[src/rtl/cbu_pkg.sv]
package cbu_pkg;
  typedef enum logic [1:0] {
    ST_OFF    = 2'd0,
    ST_WAIT   = 2'd1,
    ST_SETTLE = 2'd2,
    ST_RUN    = 2'd3
  } seq_state_e;

  typedef enum logic [1:0] {
    MD_NORMAL = 2'b00,
    MD_REFDIV = 2'b01,
    MD_HIZ    = 2'b10
  } out_mode_e;

  localparam logic [1:0] CPU_100 = 2'b00;
  localparam logic [1:0] CPU_133 = 2'b01;
  localparam logic [1:0] CPU_200 = 2'b10;
endpackage

[src/rtl/cbu_rst_sync.sv]
module cbu_rst_sync #(
  parameter int STAGES = 2
) (
  input  logic clk,
  input  logic rst_n_async,
  output logic rst_n_sync
);
  logic [STAGES-1:0] shift_q;

  always_ff @(posedge clk or negedge rst_n_async) begin
    if (!rst_n_async) shift_q <= '0;
    else              shift_q <= {shift_q[STAGES-2:0], 1'b1};
  end

  assign rst_n_sync = shift_q[STAGES-1];
endmodule

[src/rtl/cbu_sync.sv]
module cbu_sync #(
  parameter int             W       = 1,
  parameter int             STAGES  = 2,
  parameter logic [W-1:0]   RST_VAL = '0
) (
  input  logic         clk,
  input  logic         rst_n,
  input  logic [W-1:0] d,
  output logic [W-1:0] q
);
  logic [W-1:0] stg_q [STAGES];

  always_ff @(posedge clk or negedge rst_n) begin
    if (!rst_n) begin
      for (int s = 0; s < STAGES; s++) stg_q[s] <= RST_VAL;
    end else begin
      stg_q[0] <= d;
      for (int s = 1; s < STAGES; s++) stg_q[s] <= stg_q[s-1];
    end
  end

  assign q = stg_q[STAGES-1];
endmodule

[src/rtl/cbu_seq.sv]
module cbu_seq
  import cbu_pkg::*;
#(
  parameter int SETTLE_TICKS = 4
) (
  input  logic       clk,
  input  logic       rst_n,
  input  logic       pg_n_s,
  input  logic       tick,
  input  logic [1:0] straps_s,
  output seq_state_e state_o,
  output logic [1:0] strap_q_o
);
  localparam int             CNT_W = $clog2(SETTLE_TICKS + 1);
  localparam logic [CNT_W-1:0] LAST = CNT_W'(SETTLE_TICKS - 1);

  seq_state_e       state_q, state_d;
  logic [CNT_W-1:0] cnt_q, cnt_d;
  logic             cnt_en;
  logic [1:0]       strap_q;
  logic             latch_en;

  // next-state logic
  always_comb begin
    state_d  = state_q;
    cnt_d    = cnt_q;
    latch_en = 1'b0;
    case (state_q)
      ST_OFF:  state_d = ST_WAIT;
      ST_WAIT: begin
        cnt_d = '0;
        if (!pg_n_s) state_d = ST_SETTLE;
      end
      ST_SETTLE: begin
        if (tick) begin
          if (cnt_q == LAST) begin
            latch_en = 1'b1;
            state_d  = ST_RUN;
          end else begin
            cnt_d = cnt_q + CNT_W'(1);
          end
        end
      end
      default: state_d = ST_RUN;
    endcase
  end

  assign cnt_en = (state_q == ST_WAIT) || ((state_q == ST_SETTLE) && tick);

  // registers
  always_ff @(posedge clk or negedge rst_n) begin
    if (!rst_n) state_q <= ST_OFF;
    else        state_q <= state_d;
  end

  always_ff @(posedge clk or negedge rst_n) begin
    if (!rst_n)      cnt_q <= '0;
    else if (cnt_en) cnt_q <= cnt_d;
  end

  always_ff @(posedge clk or negedge rst_n) begin
    if (!rst_n)        strap_q <= '0;
    else if (latch_en) strap_q <= straps_s;
  end

  assign state_o   = state_q;
  assign strap_q_o = strap_q;

  // no progress while power-good is still high
  a_r2_wait_holds: assert property (@(posedge clk) disable iff (!rst_n)
    (state_q == ST_WAIT && pg_n_s) |=> (state_q == ST_WAIT));

  // settling only ends on a tick
  a_r3_settle_needs_tick: assert property (@(posedge clk) disable iff (!rst_n)
    (state_q == ST_SETTLE && !tick) |=> (state_q == ST_SETTLE));

  a_r3_cnt_in_range: assert property (@(posedge clk) disable iff (!rst_n)
    (state_q == ST_SETTLE) |-> (cnt_q <= LAST));

  // one-shot, latched straps frozen while running
  a_r5_run_sticky: assert property (@(posedge clk) disable iff (!rst_n)
    (state_q == ST_RUN) |=> (state_q == ST_RUN) && $stable(strap_q));
endmodule

[src/rtl/cbu_decode.sv]
module cbu_decode
  import cbu_pkg::*;
(
  input  logic       clk,
  input  logic       rst_n,
  input  logic       test_en,
  input  logic       a_live,
  input  logic       run,
  input  logic [1:0] strap_q,
  output logic [1:0] cpu_sel,
  output out_mode_e  mode,
  output logic       out_en,
  output logic       pin_drive
);
  logic test_q;

  always_ff @(posedge clk or negedge rst_n) begin
    if (!rst_n)       test_q <= 1'b0;
    else if (test_en) test_q <= 1'b1;
  end

  always_comb begin
    case (strap_q)
      2'b01:   cpu_sel = CPU_133;
      2'b10:   cpu_sel = CPU_200;
      default: cpu_sel = CPU_100;
    endcase
    if (!test_q)     mode = MD_NORMAL;
    else if (a_live) mode = MD_HIZ;
    else             mode = MD_REFDIV;
  end

  assign out_en    = run && (mode != MD_HIZ);
  assign pin_drive = run && !test_q;

  // test mode only leaves through reset
  a_r8_test_sticky: assert property (@(posedge clk) disable iff (!rst_n)
    test_q |=> test_q);

  // in test mode a live strap A rise selects high impedance
  a_r7_live_a_hiz: assert property (@(posedge clk) disable iff (!rst_n)
    (test_q && $past(test_q) && a_live) |-> (mode == MD_HIZ));

  // pins never driven as outputs while in test mode
  a_r9_no_drive_in_test: assert property (@(posedge clk) disable iff (!rst_n)
    test_q |-> !pin_drive);
endmodule

[src/rtl/clkgen_bringup.sv]
module clkgen_bringup
  import cbu_pkg::*;
#(
  parameter int SETTLE_TICKS = 4,
  parameter int SYNC_STAGES  = 2
) (
  input  logic       clk_i,
  input  logic       rst_n_i,
  input  logic       strap_a_i,
  input  logic       strap_b_i,
  input  logic       pwrgd_n_i,
  input  logic       test_en_i,
  input  logic       tick_i,
  output logic [1:0] strap_q_o,
  output logic [1:0] cpu_sel_o,
  output logic [1:0] mode_o,
  output logic       out_en_o,
  output logic       pin_drive_o
);
  logic       rst_n;
  logic       pg_n_s;
  logic [1:0] straps_s;
  seq_state_e state;
  out_mode_e  mode;

  cbu_rst_sync #(.STAGES(SYNC_STAGES)) u_rst (
    .clk(clk_i), .rst_n_async(rst_n_i), .rst_n_sync(rst_n));

  cbu_sync #(.W(1), .STAGES(SYNC_STAGES), .RST_VAL(1'b1)) u_pg_sync (
    .clk(clk_i), .rst_n(rst_n), .d(pwrgd_n_i), .q(pg_n_s));

  cbu_sync #(.W(2), .STAGES(SYNC_STAGES), .RST_VAL(2'b00)) u_strap_sync (
    .clk(clk_i), .rst_n(rst_n), .d({strap_b_i, strap_a_i}), .q(straps_s));

  cbu_seq #(.SETTLE_TICKS(SETTLE_TICKS)) u_seq (
    .clk(clk_i), .rst_n(rst_n), .pg_n_s(pg_n_s), .tick(tick_i),
    .straps_s(straps_s), .state_o(state), .strap_q_o(strap_q_o));

  cbu_decode u_dec (
    .clk(clk_i), .rst_n(rst_n), .test_en(test_en_i), .a_live(straps_s[0]),
    .run(state == ST_RUN), .strap_q(strap_q_o), .cpu_sel(cpu_sel_o),
    .mode(mode), .out_en(out_en_o), .pin_drive(pin_drive_o));

  assign mode_o = mode;

  // nothing enabled before the sequence has finished
  a_r1_off_until_run: assert property (@(posedge clk_i) disable iff (!rst_n)
    (state != ST_RUN) |-> (!out_en_o && !pin_drive_o && strap_q_o == 2'b00));

  // high impedance mode keeps outputs disabled
  a_r9_hiz_disabled: assert property (@(posedge clk_i) disable iff (!rst_n)
    (mode_o == 2'b10) |-> !out_en_o);
endmodule

[config.mk]
export PLATFORM = sky130hd
export DESIGN_NAME = clkgen_bringup
export DESIGN_NICKNAME = d
export VERILOG_FILES = /design/src/rtl/cbu_pkg.sv /design/src/rtl/cbu_rst_sync.sv /design/src/rtl/cbu_sync.sv /design/src/rtl/cbu_seq.sv /design/src/rtl/cbu_decode.sv /design/src/rtl/clkgen_bringup.sv
export SDC_FILE = /design/constraint.sdc
export NUM_CORES = 1
export LEC_CHECK = 0
export BUFFER_PORTS_ARGS = -buffer_cell sky130_fd_sc_hd__clkbuf_2
export CAP_MARGIN = 10
export CORE_MARGIN = 4
export CORE_UTILIZATION = 25
export CTS_CLUSTER_DIAMETER = 150
export DETAILED_ROUTE_END_ITERATION = 10
export GPL_TIMING_DRIVEN = 0
export PLACE_DENSITY_LB_ADDON = 0.15
export SKIP_CTS_REPAIR_TIMING = 1
export SLEW_MARGIN = 20
export SYNTH_ARGS = -nofsm -noshare
export SYNTH_HDL_FRONTEND = slang
export SYNTH_SLANG_ARGS = --single-unit
export TNS_END_PERCENT = 20
[constraint.sdc]
create_clock -name clk_i -period 1.4 [get_ports clk_i]
set_input_delay 0.28 -clock clk_i [delete_from_list [all_inputs] [get_ports clk_i]]
set_output_delay 0.28 -clock clk_i [all_outputs]
set_load 0.02 [all_outputs]
Word-level counts from Yosys, hierarchy flattened
Index checks and enable logic that the tools add are counted.
{"block": "totals", "ff_bits": 16, "input_bits": 7, "output_inout_bits": 8, "wordCells": 43}
{"block": "op_classes", "add_sub_neg": 1, "eq_ne": 11, "muxes": 13, "n_reduce_logical": 9}
{"op": "2-to-1 mux 2 bit", "count": 5}
{"op": "inequality test 2 bit (second input constant)", "count": 4}
{"op": "equality test 2 bit (second input constant)", "count": 3}
{"op": "2-to-1 mux 3 bit", "count": 2}
{"op": "case mux 2 bit (3 select lines)", "count": 1}
{"op": "case mux 3 bit (2 select lines)", "count": 1}
{"op": "equality test 2 x 1 -> 1 bit (second input constant)", "count": 2}
{"op": "case mux 2 bit (2 select lines)", "count": 1}
{"op": "AND reduction 4 bit", "count": 1}
{"op": "adder 3 x 1 -> 3 bit (second input constant)", "count": 1}
{"op": "equality test 3 x 2 -> 1 bit (second input constant)", "count": 1}
{"op": "logical AND 1 bit", "count": 3}
{"op": "2-to-1 mux 1 bit", "count": 3}
{"op": "AND reduction 3 bit", "count": 1}
{"op": "zero test 2 bit", "count": 1}
{"op": "inequality test 2 x 1 -> 1 bit (second input constant)", "count": 1}
{"op": "nonzero test 2 bit", "count": 1}
{"op": "zero test 1 bit", "count": 1}
{"op": "logical OR 1 bit", "count": 1}

Logic depth before layout (Yosys ltp)
{"block": "logic_depth", "depth_word": 4, "mapped_depth": 5}

Cells and area by module
Synthesis repeated with hierarchy kept, for this count alone.
{"block": "hier_totals", "hier_cells": 51, "hier_area_um2": 668.1}
{"mod": "cbu_seq", "n_inst": 1, "cells_each": 31, "area_each_um2": 370.4, "seq_area_each_um2": 175.2}
{"mod": "cbu_sync at u_strap_sync", "n_inst": 1, "cells_each": 6, "area_each_um2": 115.1, "seq_area_each_um2": 100.1}
{"mod": "cbu_decode", "n_inst": 1, "cells_each": 8, "area_each_um2": 70.1, "seq_area_each_um2": 25.0}
{"mod": "cbu_rst_sync", "n_inst": 1, "cells_each": 3, "area_each_um2": 53.8, "seq_area_each_um2": 50.0}
{"mod": "cbu_sync at u_pg_sync", "n_inst": 1, "cells_each": 2, "area_each_um2": 52.6, "seq_area_each_um2": 52.6}
{"mod": "clkgen_bringup", "n_inst": 1, "cells_each": 1, "area_each_um2": 6.3, "seq_area_each_um2": 0.0}

Worst setup path after synthesis
Ideal clock, no wire load.
{"block": "synth_timing", "path_type": "flip-flop to flip-flop", "startpoint": "register u_seq.cnt_q[0]", "endpoint": "register u_seq.cnt_q[2]", "t_arrival_ps": 1350, "required_time_ps": 1322, "slack_ps": -27, "path_stages_with_launch": 6, "path_cell_list": "dfrtp_1 > ha_1 > ha_1 > nand2b_1 > o32a_1 > o2bb2ai_1"}
{"block": "synth_via", "elab_chain_len": 4}
{"element": "from (decl)", "line_no": "cbu_seq.sv:18", "rtl": "logic [CNT_W-1:0] cnt_q, cnt_d;"}
{"element": "from (signal assigned)", "line_no": "cbu_seq.sv:58", "rtl": "else if (cnt_en) cnt_q <= cnt_d;"}
{"element": "adder 3 x 1 -> 3 bit", "line_no": "cbu_seq.sv:40", "rtl": "cnt_d = cnt_q + CNT_W'(1);"}
{"element": "2-to-1 mux 3 bit", "line_no": "cbu_seq.sv:36", "rtl": "if (cnt_q == LAST) begin"}
{"element": "2-to-1 mux 3 bit", "line_no": "cbu_seq.sv:35", "rtl": "if (tick) begin"}
{"element": "case mux 3 bit (2 select lines)", "line_no": "cbu_seq.sv:28", "rtl": "case (state_q)"}
Several ways; a longest one is shown, not always the timed one. The select of a mux whose other input is x is not followed.
A chain may end at the register's enable or synchronous reset.

Final worst setup path
Ends and elaborated chain as after synthesis.

==> reports/qor.yml <==
status: "finished, violations left"
violations: "setup timing"
crit_fanout: 4
p_per_area_mw_per_mm2: 1740
ctsRootBufferMaster: "clkbuf_4"
drc_errors: 0
grtUsageTotal_pct: 7.12
wl_per_cell_um: 10.8
hold_viol: 0
finClkSkew_ps: 4.93
dieWidth_um: 58.5
start_util_pct: 26.0
met2_length_um: 504
dpl_worst_slack_ps: -71.6
rows: 18
pwr-share-seq_pct: 44.7
cts_sinks: 16
fillCellCount: 259
rsz0062_at_grt: "true"
finalWeightedCongestion: 0.739
cts_inserted_buffers: 3
synthToLayoutAreaGrowth_pct: 33.3
wl_met3_um: 53
syn_area_per_cell_um2: 13.0
fin_ws_ps: -10.0
cp-start-kind: "flip-flop"
grt.overflow.total: 0
finalSetupTns_ps: -10.0
die_h_um: 58.5
syn_inst: 49
dr_total_vias: 413
worst-slew-pin-transition_ps: 564
diodes: 0
grt_max_degree: 15
port_buffers: 14
htree_levels: 1
synth_cell_type_count: 22
fin_crit_ps: 1410
path_class: "reg2reg"
core_mm2: 0.00245
ant_nets: 0
nNetsFinal: 81
synth_nets: 58
antenna_found_initial: 0
p_int_uw: 990
tritoncts: "yes"
grt_pass1_wl_um: 1730
wl_met1_um: 504
synth_flop_cell: "dfrtp_1"
swShare_pct: 33.2
max_slew_margin_pct: 62.4
synth_top_area_share_pct: 54.9
cp.required_ps: 1620
grt_pass1_vias: 416
leakagePower_uw: 0.000395
die-area_mm2: 0.00342
clk_pin_slew_ps: 100
fmax_mhz: 709
worstPathArrival_ps: 1630
cts_buffer_depth: 2
power_switching_uw: 492
drt-total-wl_um: 1090
io_pins: 15
ys_ff_latch: 16
synth.largest_area_cell: "dfrtp_1"
clk-insertion-delay-late_ps: 290
first_pass_iters: 3
synth_edf_count: 0
slew_violations: 0
synth_warnings: 0
ys_seq_area_share_pct: 63.1
clockPowerShare_pct: 20.6
synth_async_sr_flop_share_pct: 100
viasPerCell: 4.09
power_frac_comb_pct: 34.7
yosys-top-cells-area: "dfrtp_1 (55%), dfstp_2 (8.2%), ha_1 (3.9%)"
dp_hpwl_um: 719
synthTopCellsByCount: "dfrtp_1 (14), nand2b_1 (4), a21oi_1 (3), nor2_1 (3), nor2b_1 (3)"
syn-cell-area_um2: 638
final-setup-viol-count: 1
timing.hold.ws_ps: 60.4
period_share_pct: 101
drt_iter0_drc: 11
layout-drive-gt1-share_pct: 49.3
ir_drop_v: 0.000713
drv_cap: 0
top_layer: "met4"
hp-class: "in2reg"
worst_setup_path_end_kind: "flip-flop"
yosysMostFrequentCell: "dfrtp_1"
flip-flops by register name, indices dropped and copies added (netlist names):
| name | cells |
|---|---|
| u_seq.cnt_q | 3 |
| u_strap_sync.stg_q | 2 |
| u_rst.shift_q | 2 |
| u_pg_sync.q | 1 |
| u_dec.test_q | 1 |
| u_seq.strap_q_o | 2 |
| u_seq.state_o | 2 |
| u_strap_sync.q | 2 |
| u_pg_sync.stg_q | 1 |
cells by family (layout without fill, tap and decap cells):
family                   count (synthesis)  after routing  share of synthesized area [%]
AO/OA/AOI/OAI                            8              8                           9.22
adder cells (fa/ha/maj)                  2              2                           3.92
buffers and inverters                    3             25                           2.94
flip-flops                              16             16                           63.1
multiplexers                             3              3                           5.10
other                                    1              1                          0.588
AND/OR/NAND/NOR                         16             16                           15.1
power by group through the flow:
| stage | Combinational, µW | Clock (µW) | Sequential (µW) |
|---|---|---|---|
| 2_1_floorplan | 289 | 0 | 682 |
| 3_3_place_gp | 435 | 0 | 668 |
| 3_5_place_dp | 438 | 0 | 668 |
| 4_1_cts | 439 | 319 | 658 |
| 5_1_grt | 564 | 345 | 685 |
| 6_report | 514 | 305 | 663 |
stage by stage:
| stage | cell area, µm² | power, µW | cells | utilization (%) |
|---|---|---|---|---|
| floorplan | 641 | 971 | 49 | - |
| global placement | 748 | 1100 | 93 | 30.5 |
| detailed placement | 748 | 1110 | 93 | 30.5 |
| CTS | 785 | 1420 | 97 | 32.0 |
| global route | 851 | 1590 | 101 | 34.7 |
| finish | 851 | 1480 | 101 | 34.7 |
metal layers:
metal	global-route usage [%]	vias up
li1	-	210
met1	8.24	189
met2	10.4	10
met3	2.63	4
met4	5.96	0
met5	0	-
placed cells by master (no fill, tap or decap), types with 2 or more instances in the layout:
master,n
a21oi_1,3
nor2b_1,3
dfstp_2,2
clkbuf_2,12
nand4b_1,2
o2bb2ai_1,2
mux2_2,2
clkbuf_4,3
nand2b_1,3
buf_4,5
nor2_1,2
dfrtp_1,13
layout make-up:
| type | instances | area (µm²) | share of cell area (%) |
|---|---|---|---|
| plain buffers | 1 | 11.3 | 1.32 |
| clock buffers | 4 | 36.3 | 4.26 |
| inverters | 2 | 7.51 | 0.882 |
| multi-input cells | 30 | 246 | 29.0 |
| flip-flops and latches | 16 | 404 | 47.5 |
| well taps | 30 | 37.5 | 4.41 |
| repair buffers | 18 | 108 | 12.6 |
final timing paths:
path / from / endpoint / slack (ps) / cells after the start
worst max-delay path: u_seq.cnt_q[0]$_DFFE_PN0P_ / u_seq.cnt_q[2]$_DFFE_PN0P_ / -10 / 5
worst min-delay path: pwrgd_n_i / u_pg_sync.stg_q[1]$_DFF_PN1_ / 60 / 1
worst max register to register: u_seq.cnt_q[0]$_DFFE_PN0P_ / u_seq.cnt_q[2]$_DFFE_PN0P_ / -10 / 5
worst min register to register: u_rst.shift_q[1]$_DFF_PN0_ / u_seq.strap_q_o[1]$_DFFE_PN0P_ / 230 / 0
max in group asynchronous: u_rst.shift_q[1]$_DFF_PN0_ / u_seq.state_o[0]$_DFFE_PN0P_ / 770 / 0
min in group asynchronous: u_rst.shift_q[1]$_DFF_PN0_ / u_seq.strap_q_o[1]$_DFFE_PN0P_ / 230 / 0
worst max-delay path: stages, from the launching register on:
cell,delay [ps]
dfrtp_1,420
ha_2,210
ha_4,210
nand2b_4,130
o32a_1,270
o2bb2ai_1,110
Note: power is estimated with default switching activity, not from simulation.
